<file path="config.mk">
export PLATFORM = sky130hd
export DESIGN_NAME = irq_fiq_router
export DESIGN_NICKNAME = d
export VERILOG_FILES = /design/src/rtl/irq_fiq_pkg.sv /design/src/rtl/irq_fiq_regs.sv /design/src/rtl/irq_fiq_route.sv /design/src/rtl/irq_fiq_idle.sv /design/src/rtl/irq_fiq_router.sv
export SDC_FILE = /design/constraint.sdc
export NUM_CORES = 1
export LEC_CHECK = 0
export CORE_ASPECT_RATIO = 0.9
export CORE_MARGIN = 2
export CORE_UTILIZATION = 34
export DETAILED_ROUTE_END_ITERATION = 10
export SKIP_LAST_GASP = 1
export SYNTH_ARGS = -nofsm -noshare
export SYNTH_HDL_FRONTEND = slang
export SYNTH_SLANG_ARGS = --single-unit
</file>
<file path="constraint.sdc">
create_clock -name clk -period 2.7 [get_ports clk]
set_clock_uncertainty 0.05 [all_clocks]
set_input_delay 0.54 -clock clk [delete_from_list [all_inputs] [get_ports clk]]
set_output_delay 0.54 -clock clk [all_outputs]
set_load 0.01 [all_outputs]
</file>
<file path="src/rtl/irq_fiq_pkg.sv">
package irq_fiq_pkg;
    localparam int ADDR_W = 3;

    localparam logic [ADDR_W-1:0] A_RAW   = 3'd0;
    localparam logic [ADDR_W-1:0] A_NPEND = 3'd1;
    localparam logic [ADDR_W-1:0] A_FPEND = 3'd2;
    localparam logic [ADDR_W-1:0] A_EN    = 3'd3;
    localparam logic [ADDR_W-1:0] A_ROUTE = 3'd4;
    localparam logic [ADDR_W-1:0] A_CTRL  = 3'd5;

    typedef enum logic [1:0] {
        ST_RUN  = 2'd0,
        ST_IDLE = 2'd1,
        ST_WAKE = 2'd2
    } idle_state_t;
endpackage

</file>
<file path="src/rtl/irq_fiq_regs.sv">
module irq_fiq_regs
    import irq_fiq_pkg::*;
#(
    parameter int NSRC = 32
) (
    input  logic              clk,
    input  logic              rst_n,
    input  logic              bus_wr_i,
    input  logic [ADDR_W-1:0] bus_addr_i,
    input  logic [NSRC-1:0]   bus_wdata_i,
    input  logic [NSRC-1:0]   raw_i,
    input  logic [NSRC-1:0]   npend_i,
    input  logic [NSRC-1:0]   fpend_i,
    output logic [NSRC-1:0]   en_q,
    output logic [NSRC-1:0]   route_q,
    output logic              wake_sel_q,
    output logic [NSRC-1:0]   rdata_o
);
    // Only bit 0 of the control write data is stored.
    logic unused_wdata_hi;
    assign unused_wdata_hi = ^bus_wdata_i[NSRC-1:1];

    always_ff @(posedge clk or negedge rst_n) begin
        if (!rst_n) begin
            en_q       <= '0;
            route_q    <= '0;
            wake_sel_q <= 1'b0;
        end else if (bus_wr_i) begin
            unique case (bus_addr_i)
                A_EN:    en_q       <= bus_wdata_i;
                A_ROUTE: route_q    <= bus_wdata_i;
                A_CTRL:  wake_sel_q <= bus_wdata_i[0];
                default: ;
            endcase
        end
    end

    always_comb begin
        unique case (bus_addr_i)
            A_RAW:   rdata_o = raw_i;
            A_NPEND: rdata_o = npend_i;
            A_FPEND: rdata_o = fpend_i;
            A_EN:    rdata_o = en_q;
            A_ROUTE: rdata_o = route_q;
            A_CTRL:  rdata_o = {{(NSRC-1){1'b0}}, wake_sel_q};
            default: rdata_o = '0;
        endcase
    end

    p_en_write_r7: assert property (@(posedge clk) disable iff (!rst_n)
        (bus_wr_i && bus_addr_i == A_EN) |=> (en_q == $past(bus_wdata_i)));

    p_ro_write_r12: assert property (@(posedge clk) disable iff (!rst_n)
        (bus_wr_i && bus_addr_i <= A_FPEND) |=>
            ($stable(en_q) && $stable(route_q) && $stable(wake_sel_q)));
endmodule

</file>
<file path="src/rtl/irq_fiq_route.sv">
module irq_fiq_route #(
    parameter int NSRC = 32
) (
    input  logic            clk,
    input  logic            rst_n,
    input  logic [NSRC-1:0] src_i,
    input  logic [NSRC-1:0] en_i,
    input  logic [NSRC-1:0] route_i,
    output logic [NSRC-1:0] npend_o,
    output logic [NSRC-1:0] fpend_o,
    output logic            irq_o,
    output logic            fiq_o
);
    logic [NSRC-1:0] live;

    assign live    = src_i & en_i;
    assign npend_o = live & ~route_i;
    assign fpend_o = live & route_i;

    always_ff @(posedge clk or negedge rst_n) begin
        if (!rst_n) begin
            irq_o <= 1'b0;
            fiq_o <= 1'b0;
        end else begin
            irq_o <= |npend_o;
            fiq_o <= |fpend_o;
        end
    end

    p_npend_needs_src_r3: assert property (@(posedge clk) disable iff (!rst_n)
        (npend_o & ~src_i) == '0);

    p_irq_latency_r5: assert property (@(posedge clk) disable iff (!rst_n)
        irq_o == (|$past(npend_o)));

    p_fiq_latency_r5: assert property (@(posedge clk) disable iff (!rst_n)
        fiq_o == (|$past(fpend_o)));
endmodule

</file>
<file path="src/rtl/irq_fiq_idle.sv">
module irq_fiq_idle
    import irq_fiq_pkg::*;
#(
    parameter int NSRC = 32
) (
    input  logic            clk,
    input  logic            rst_n,
    input  logic [NSRC-1:0] src_i,
    input  logic [NSRC-1:0] en_i,
    input  logic            wake_sel_i,
    input  logic            wfi_req_i,
    output logic            core_idle_o,
    output logic            wake_o
);
    idle_state_t state_q, state_d;
    logic        wake_hit;

    assign wake_hit = wake_sel_i ? (|(src_i & en_i)) : (|src_i);

    always_comb begin
        state_d = state_q;
        unique case (state_q)
            ST_RUN:  if (wfi_req_i) state_d = ST_IDLE;
            ST_IDLE: if (wake_hit)  state_d = ST_WAKE;
            ST_WAKE: state_d = ST_RUN;
            default: state_d = ST_RUN;
        endcase
    end

    always_ff @(posedge clk or negedge rst_n) begin
        if (!rst_n) state_q <= ST_RUN;
        else        state_q <= state_d;
    end

    always_comb begin
        core_idle_o = 1'b0;
        wake_o      = 1'b0;
        unique case (state_q)
            ST_IDLE: core_idle_o = 1'b1;
            ST_WAKE: wake_o      = 1'b1;
            default: ;
        endcase
    end

    p_enter_idle_r8: assert property (@(posedge clk) disable iff (!rst_n)
        (state_q == ST_RUN && wfi_req_i) |=> (state_q == ST_IDLE));

    p_masked_hold_r9: assert property (@(posedge clk) disable iff (!rst_n)
        (state_q == ST_IDLE && wake_sel_i && (src_i & en_i) == '0) |=> (state_q == ST_IDLE));

    p_any_wake_r10: assert property (@(posedge clk) disable iff (!rst_n)
        (state_q == ST_IDLE && !wake_sel_i && src_i != '0) |=> (state_q == ST_WAKE));

    p_wake_one_cycle_r11: assert property (@(posedge clk) disable iff (!rst_n)
        (state_q == ST_WAKE) |=> (state_q == ST_RUN));

    p_out_exclusive_r11: assert property (@(posedge clk) disable iff (!rst_n)
        $onehot0({core_idle_o, wake_o}));
endmodule

</file>
<file path="src/rtl/irq_fiq_router.sv">
module irq_fiq_router
    import irq_fiq_pkg::*;
#(
    parameter int NSRC = 32
) (
    input  logic              clk,
    input  logic              rst_n,
    input  logic [NSRC-1:0]   src_i,
    input  logic              wfi_req_i,
    input  logic              bus_wr_i,
    input  logic [ADDR_W-1:0] bus_addr_i,
    input  logic [NSRC-1:0]   bus_wdata_i,
    output logic [NSRC-1:0]   bus_rdata_o,
    output logic              irq_o,
    output logic              fiq_o,
    output logic              core_idle_o,
    output logic              wake_o
);
    logic [NSRC-1:0] en_q, route_q, npend, fpend;
    logic            wake_sel_q;

    irq_fiq_regs #(.NSRC(NSRC)) u_regs (
        .clk(clk), .rst_n(rst_n),
        .bus_wr_i(bus_wr_i), .bus_addr_i(bus_addr_i), .bus_wdata_i(bus_wdata_i),
        .raw_i(src_i), .npend_i(npend), .fpend_i(fpend),
        .en_q(en_q), .route_q(route_q), .wake_sel_q(wake_sel_q),
        .rdata_o(bus_rdata_o)
    );

    irq_fiq_route #(.NSRC(NSRC)) u_route (
        .clk(clk), .rst_n(rst_n),
        .src_i(src_i), .en_i(en_q), .route_i(route_q),
        .npend_o(npend), .fpend_o(fpend),
        .irq_o(irq_o), .fiq_o(fiq_o)
    );

    irq_fiq_idle #(.NSRC(NSRC)) u_idle (
        .clk(clk), .rst_n(rst_n),
        .src_i(src_i), .en_i(en_q), .wake_sel_i(wake_sel_q),
        .wfi_req_i(wfi_req_i),
        .core_idle_o(core_idle_o), .wake_o(wake_o)
    );
endmodule

</file>
Word level (Yosys, flattened, before mapping)
Cells that the tools add are included.
- memory bits (read-only): 0
- logic and storage cells: 36
- bits in registers: 69
- latch bits: 0
- input port bits: 71
- memories kept: 0
- bits in writable memories: 0
- output and inout port bits: 36
- equality and inequality tests: 9
- reduce and logical (&&, ||, !) cells: 10
- add/sub/neg operators: 0
- muxes and demuxes: 7
- div/mod/pow operators: 0
- shift operators: 0
- $lt $le $gt $ge: 0
- bitwise gates (word level): 4
- multiply operators: 0
- operators with widths (kind ; count):
    case mux 32 bit (6 select lines) ; 1
    OR reduction 32 bit ; 4
    AND 32 bit ; 3
    NOT 32 bit ; 1
    AND reduction 2 bit ; 4
    == test 3 x 2 -> 1 bit (second input constant) ; 2
    == test 3 bit (second input constant) ; 2
    two-way mux 2 bit ; 2
    case mux 2 bit (2 select lines) ; 1
    == test 3 x 1 -> 1 bit (second input constant) ; 1
    zero test 3 bit ; 1
    two-way mux 1 bit ; 3
    == test 2 x 1 -> 1 bit (second input constant) ; 1
    == test 2 bit (second input constant) ; 1
    zero test 2 bit ; 1
    != test 2 x 1 -> 1 bit (second input constant) ; 1
    != test 2 bit (second input constant) ; 1

Depth between registers and ports, before layout
- depth in word-level cells: 5
- gate-level depth with buffers: 7
- mapped depth without buffers: 5

Cells and area by module
From an unflattened synthesis, not the netlist that was laid out.
- cells, all modules: 492
- area, all modules: 5170.0 um^2
- modules (own cells, without submodules) (module ; sequential area each (um^2) ; cells an instance ; instances ; area an instance (um^2)):
    irq_fiq_regs ; 1626.6 ; 329 ; 1 ; 4033.9
    irq_fiq_route ; 50.0 ; 122 ; 1 ; 797.0
    irq_fiq_idle ; 50.0 ; 41 ; 1 ; 339.1

Worst setup path after synthesis
OpenSTA, ideal clock, no wires.
- path kind: input port to output port
- start point: input bus_addr_i[1]
- end point: output bus_rdata_o[11]
- buffers on the path: 2
- slack: 0.601 ns
- required time: 2.110 ns
- arrival time: 1.509 ns
- cell stages on the path: 5
- path through: buf_4 nor2_2 clkbuf_1 a22oi_1 o21ai_0
- longest elaborated chain between the ends: 2
- ends and longest elaborated chain (element ; RTL line ; RTL):
    start, declared ; irq_fiq_router.sv:11 ; input logic [ADDR_W-1:0] bus_addr_i,
    == test 3 bit (tied with other cells) ; irq_fiq_regs.sv:39 ; unique case (bus_addr_i)
    case mux 32 bit (6 select lines) * ; irq_fiq_regs.sv:39 ;
    end, declared ; irq_fiq_router.sv:13 ; output logic [NSRC-1:0] bus_rdata_o,
Every way passes the cells marked *; elsewhere a longest branch is shown, timed or not.

Final worst setup path
- start point: input src_i[31]
- end point: output bus_rdata_o[31]
- longest elaborated chain between the ends: 3
- ends and longest elaborated chain (element ; RTL line ; RTL):
    start, declared ; irq_fiq_router.sv:8 ; input logic [NSRC-1:0] src_i,
    AND 32 bit ; irq_fiq_route.sv:16 ; assign live = src_i & en_i;
    AND 32 bit (on tied branches) ; irq_fiq_route.sv:18, irq_fiq_route.sv:17 ;
    case mux 32 bit (6 select lines) * ; irq_fiq_regs.sv:39 ;
Marked as above.

==> flow_metrics.py <==
metrics = {
    "power_and_ir_drop": {
        "powerDensity_nw_per_um2": 602,
        "p_int_mw": 2.54,
        "swShare": 0.337,
        "pwr-share-clk": 0.291,
        "switchingPower_mw": 1.29,
        "p_total_mw": 3.83,
        "ir_drop_uv": 294,
        "power_frac_comb": 0.285,
        "seq_power_share": 0.424,
        "leakagePower_nw": 2.69,
    },
    "layout": {
        "multi_input_area_um2": 2610,
        "insertedDiodeCount": 0,
        "design_area_um2": 6370,
        "stdcell_count": 839,
        "drive_above_1_share": 0.164,
        "area_delta_synth_final_pct": 42.1,
        "n_fill_cell": 1245,
        "utilization": 0.499,
        "nets": 742,
        "regArea_um2": 1730,
    },
    "yosys": {
        "synth-edff-count": 0,
        "synth_largest_area_cell": "dfrtp_1",
        "yosys_warnings": 0,
        "syn-num-nets": 593,
        "synth_area_um2": 4490,
        "seq_area_frac_synth": 0.385,
        "synthTopCellsByCount": "nand2_1, o21ai_0, dfrtp_1",
        "syn_inst": 522,
        "syn_area_per_cell_um2": 8.60,
        "yosys.cell_types.count": 36,
        "yosys.cell_count.top_type": "nand2_1",
        "synth_ff_type": "dfrtp_1",
        "netlist.area_leader.share": 0.385,
        "synthArstFlopShare": 1.00,
        "synth.area.top_cells": "dfrtp_1, o21ai_0, nand2_1",
        "synth-seq-cells": 69,
    },
    "global_routing": {
        "grt_max_degree": 70,
        "grt_pass1_wl_um": 26500,
        "grt_use_total": 0.237,
        "first_global_vias": 4860,
        "overflow": 0,
        "antenna_found_initial": 0,
    },
    "placed_design": {
        "port_buffers": 106,
        "dp.cells": 821,
        "place.detailed.hpwl_um": 12500,
        "gp_congestion": 0.913,
        "dpl_worst_slack_ns": -0.388,
        "dpl_cell_area_um2": 6070,
    },
    "clocking": {
        "clk_root_buffer_cell": "clkbuf_16",
        "clock_tree.buffer_depth": 2,
        "cts_sinks": 69,
        "cts_tree": "done",
        "cts_inserted_buffers": 9,
        "clk_latency_ns": 0.33,
        "clk_pin_slew_worst_paths_ns": 0.06,
        "h-tree-depth": 3,
    },
    "setup_path": {
        "r2r_setup_slack_ns": 1.06,
        "crit_arrival_ns": 2.00,
        "path_max_fanout": 3,
        "worstSetupPathType": "in -> out",
        "start_kind": "input port",
        "end_kind": "output pin",
        "cp.required_ns": 2.11,
    },
    "timing": {
        "slew_headroom": 0.732,
        "rsz0062_at_grt": "false",
        "max_freq_ghz": 0.385,
        "finalSetupViolCount": 0,
        "min_period_ns": 2.59,
        "fin_ws_ns": 0.105,
        "hold_violations": 0,
        "timing.final.crit_share": 0.961,
        "tns_ns": 0,
        "tightest_slew_ns": 0.398,
        "holdWs_ns": 0.164,
        "drv_slew": 0,
    },
    "floorplan": {
        "floorplan.initialDensity": 0.351,
        "die_h_um": 113,
        "num_io_pins": 107,
        "die_w_um": 125,
        "core_area_um2": 12800,
        "dieArea_um2": 14100,
        "fp-row-count": 39,
    },
    "routing": {
        "vias": 4755,
        "drtAntennaViolNets": 0,
        "routed_via_density": 5.67,
        "drt_pass1_iterations": 7,
        "drt-initial-drc-count": 305,
        "wl_per_cell_um": 19.5,
        "wl_um": 16300,
        "post-route-drc-count": 0,
    },
    "min_path": {
        "hp-class": "in -> async",
    },
    "flow_run": {
        "drv_cap": 0,
    },
    "status": {
        "status": "complete, no violations",
    },
}
## final cells by class
cell class / instances / area share
clock buffers: 14 / 0.0430
clock inverters: 1 / 0.000785
inverters: 2 / 0.00118
multi-input cells: 423 / 0.409
flip-flops and latches: 69 / 0.271
well taps: 164 / 0.0322
repair buffers: 166 / 0.243
## cell usage in the layout, fill, tap and decap left out, types with 3 or more instances in the layout
master / count
a21oi_1: 6
a22oi_1: 30
and2_1: 3
buf_12: 5
buf_4: 51
buf_6: 4
clkbuf_16: 9
clkbuf_8: 3
clkdlybuf4s50_1: 67
dfrtp_1: 69
dlygate4sd2_1: 31
dlymetal6s2s_1: 4
mux2_1: 32
mux2_2: 31
nand2_1: 98
nand3_1: 33
nand4_1: 16
nor2_1: 3
nor2b_1: 32
nor3_1: 3
nor4_1: 13
o21ai_0: 82
o21ai_1: 10
o22ai_1: 16
## kinds of logic after synthesis
kind of cell    Yosys count  share of synthesized area
compound gates          149                      0.191
buf+inv                  30                     0.0354
flops                    69                      0.385
mux                      64                      0.160
simple gates            210                      0.229
## power groups by stage
| stage | Combinational, mW | Clock (mW) | Sequential (mW) |
|---|---|---|---|
| floorplan | 0.612 | 0 | 1.49 |
| global placement | 1.10 | 0 | 1.61 |
| detailed placement | 1.13 | 0 | 1.63 |
| CTS | 1.10 | 1.14 | 1.62 |
| global route | 1.21 | 1.18 | 1.66 |
| finish | 1.09 | 1.11 | 1.63 |
## path summary, 6_finish.rpt
| check | startpoint | to | depth (start not counted) |
|---|---|---|---|
| max | src_i[31] | bus_rdata_o[31] | 7 |
| min | rst_n | u_regs.route_q[15] | 2 |
| max reg2reg | u_regs.wake_sel_q | u_idle.state_q[0] | 5 |
| min reg2reg | u_idle.state_q[1] | u_idle.state_q[0] | 1 |
| max in group asynchronous | rst_n | u_regs.en_q[23] | 2 |
| min in group clk | u_idle.state_q[1] | u_idle.state_q[0] | 1 |
## state kept, by name (all words and copies together) (netlist names)
signal,count
u_idle.state_q,2
u_regs.en_q,32
u_regs.route_q,32
u_regs.wake_sel_q,1
u_route.fiq_o,1
u_route.irq_o,1
## worst max-delay path, stage by stage
cell and delay [ns]:
clkdlybuf4s50_1 0.45, nor2b_1 0.15, o21ai_0 0.16, o21ai_0 0.10, a22oi_1 0.23, o21ai_1 0.08
dlygate4sd2_1 0.28
## per-layer routing
metal,track usage,vias up,part of all wire
met3,0.0473,21,0.056
met1,0.318,2349,0.46
li1,-,2225,-
met4,0.0630,0,0.013
met5,0,-,0
met2,0.394,160,0.47
## repair_timing
item | in CTS | in global routing
hold buffers | 0 | 0
gates resized for setup | 45 | 9
cloned | 0 | 0
setup endpoints to repair | 32 | 5
buffers inserted | 2 | 1
pin swaps | 1 | 2
No activity file was read; power rests on OpenSTA's default activity.
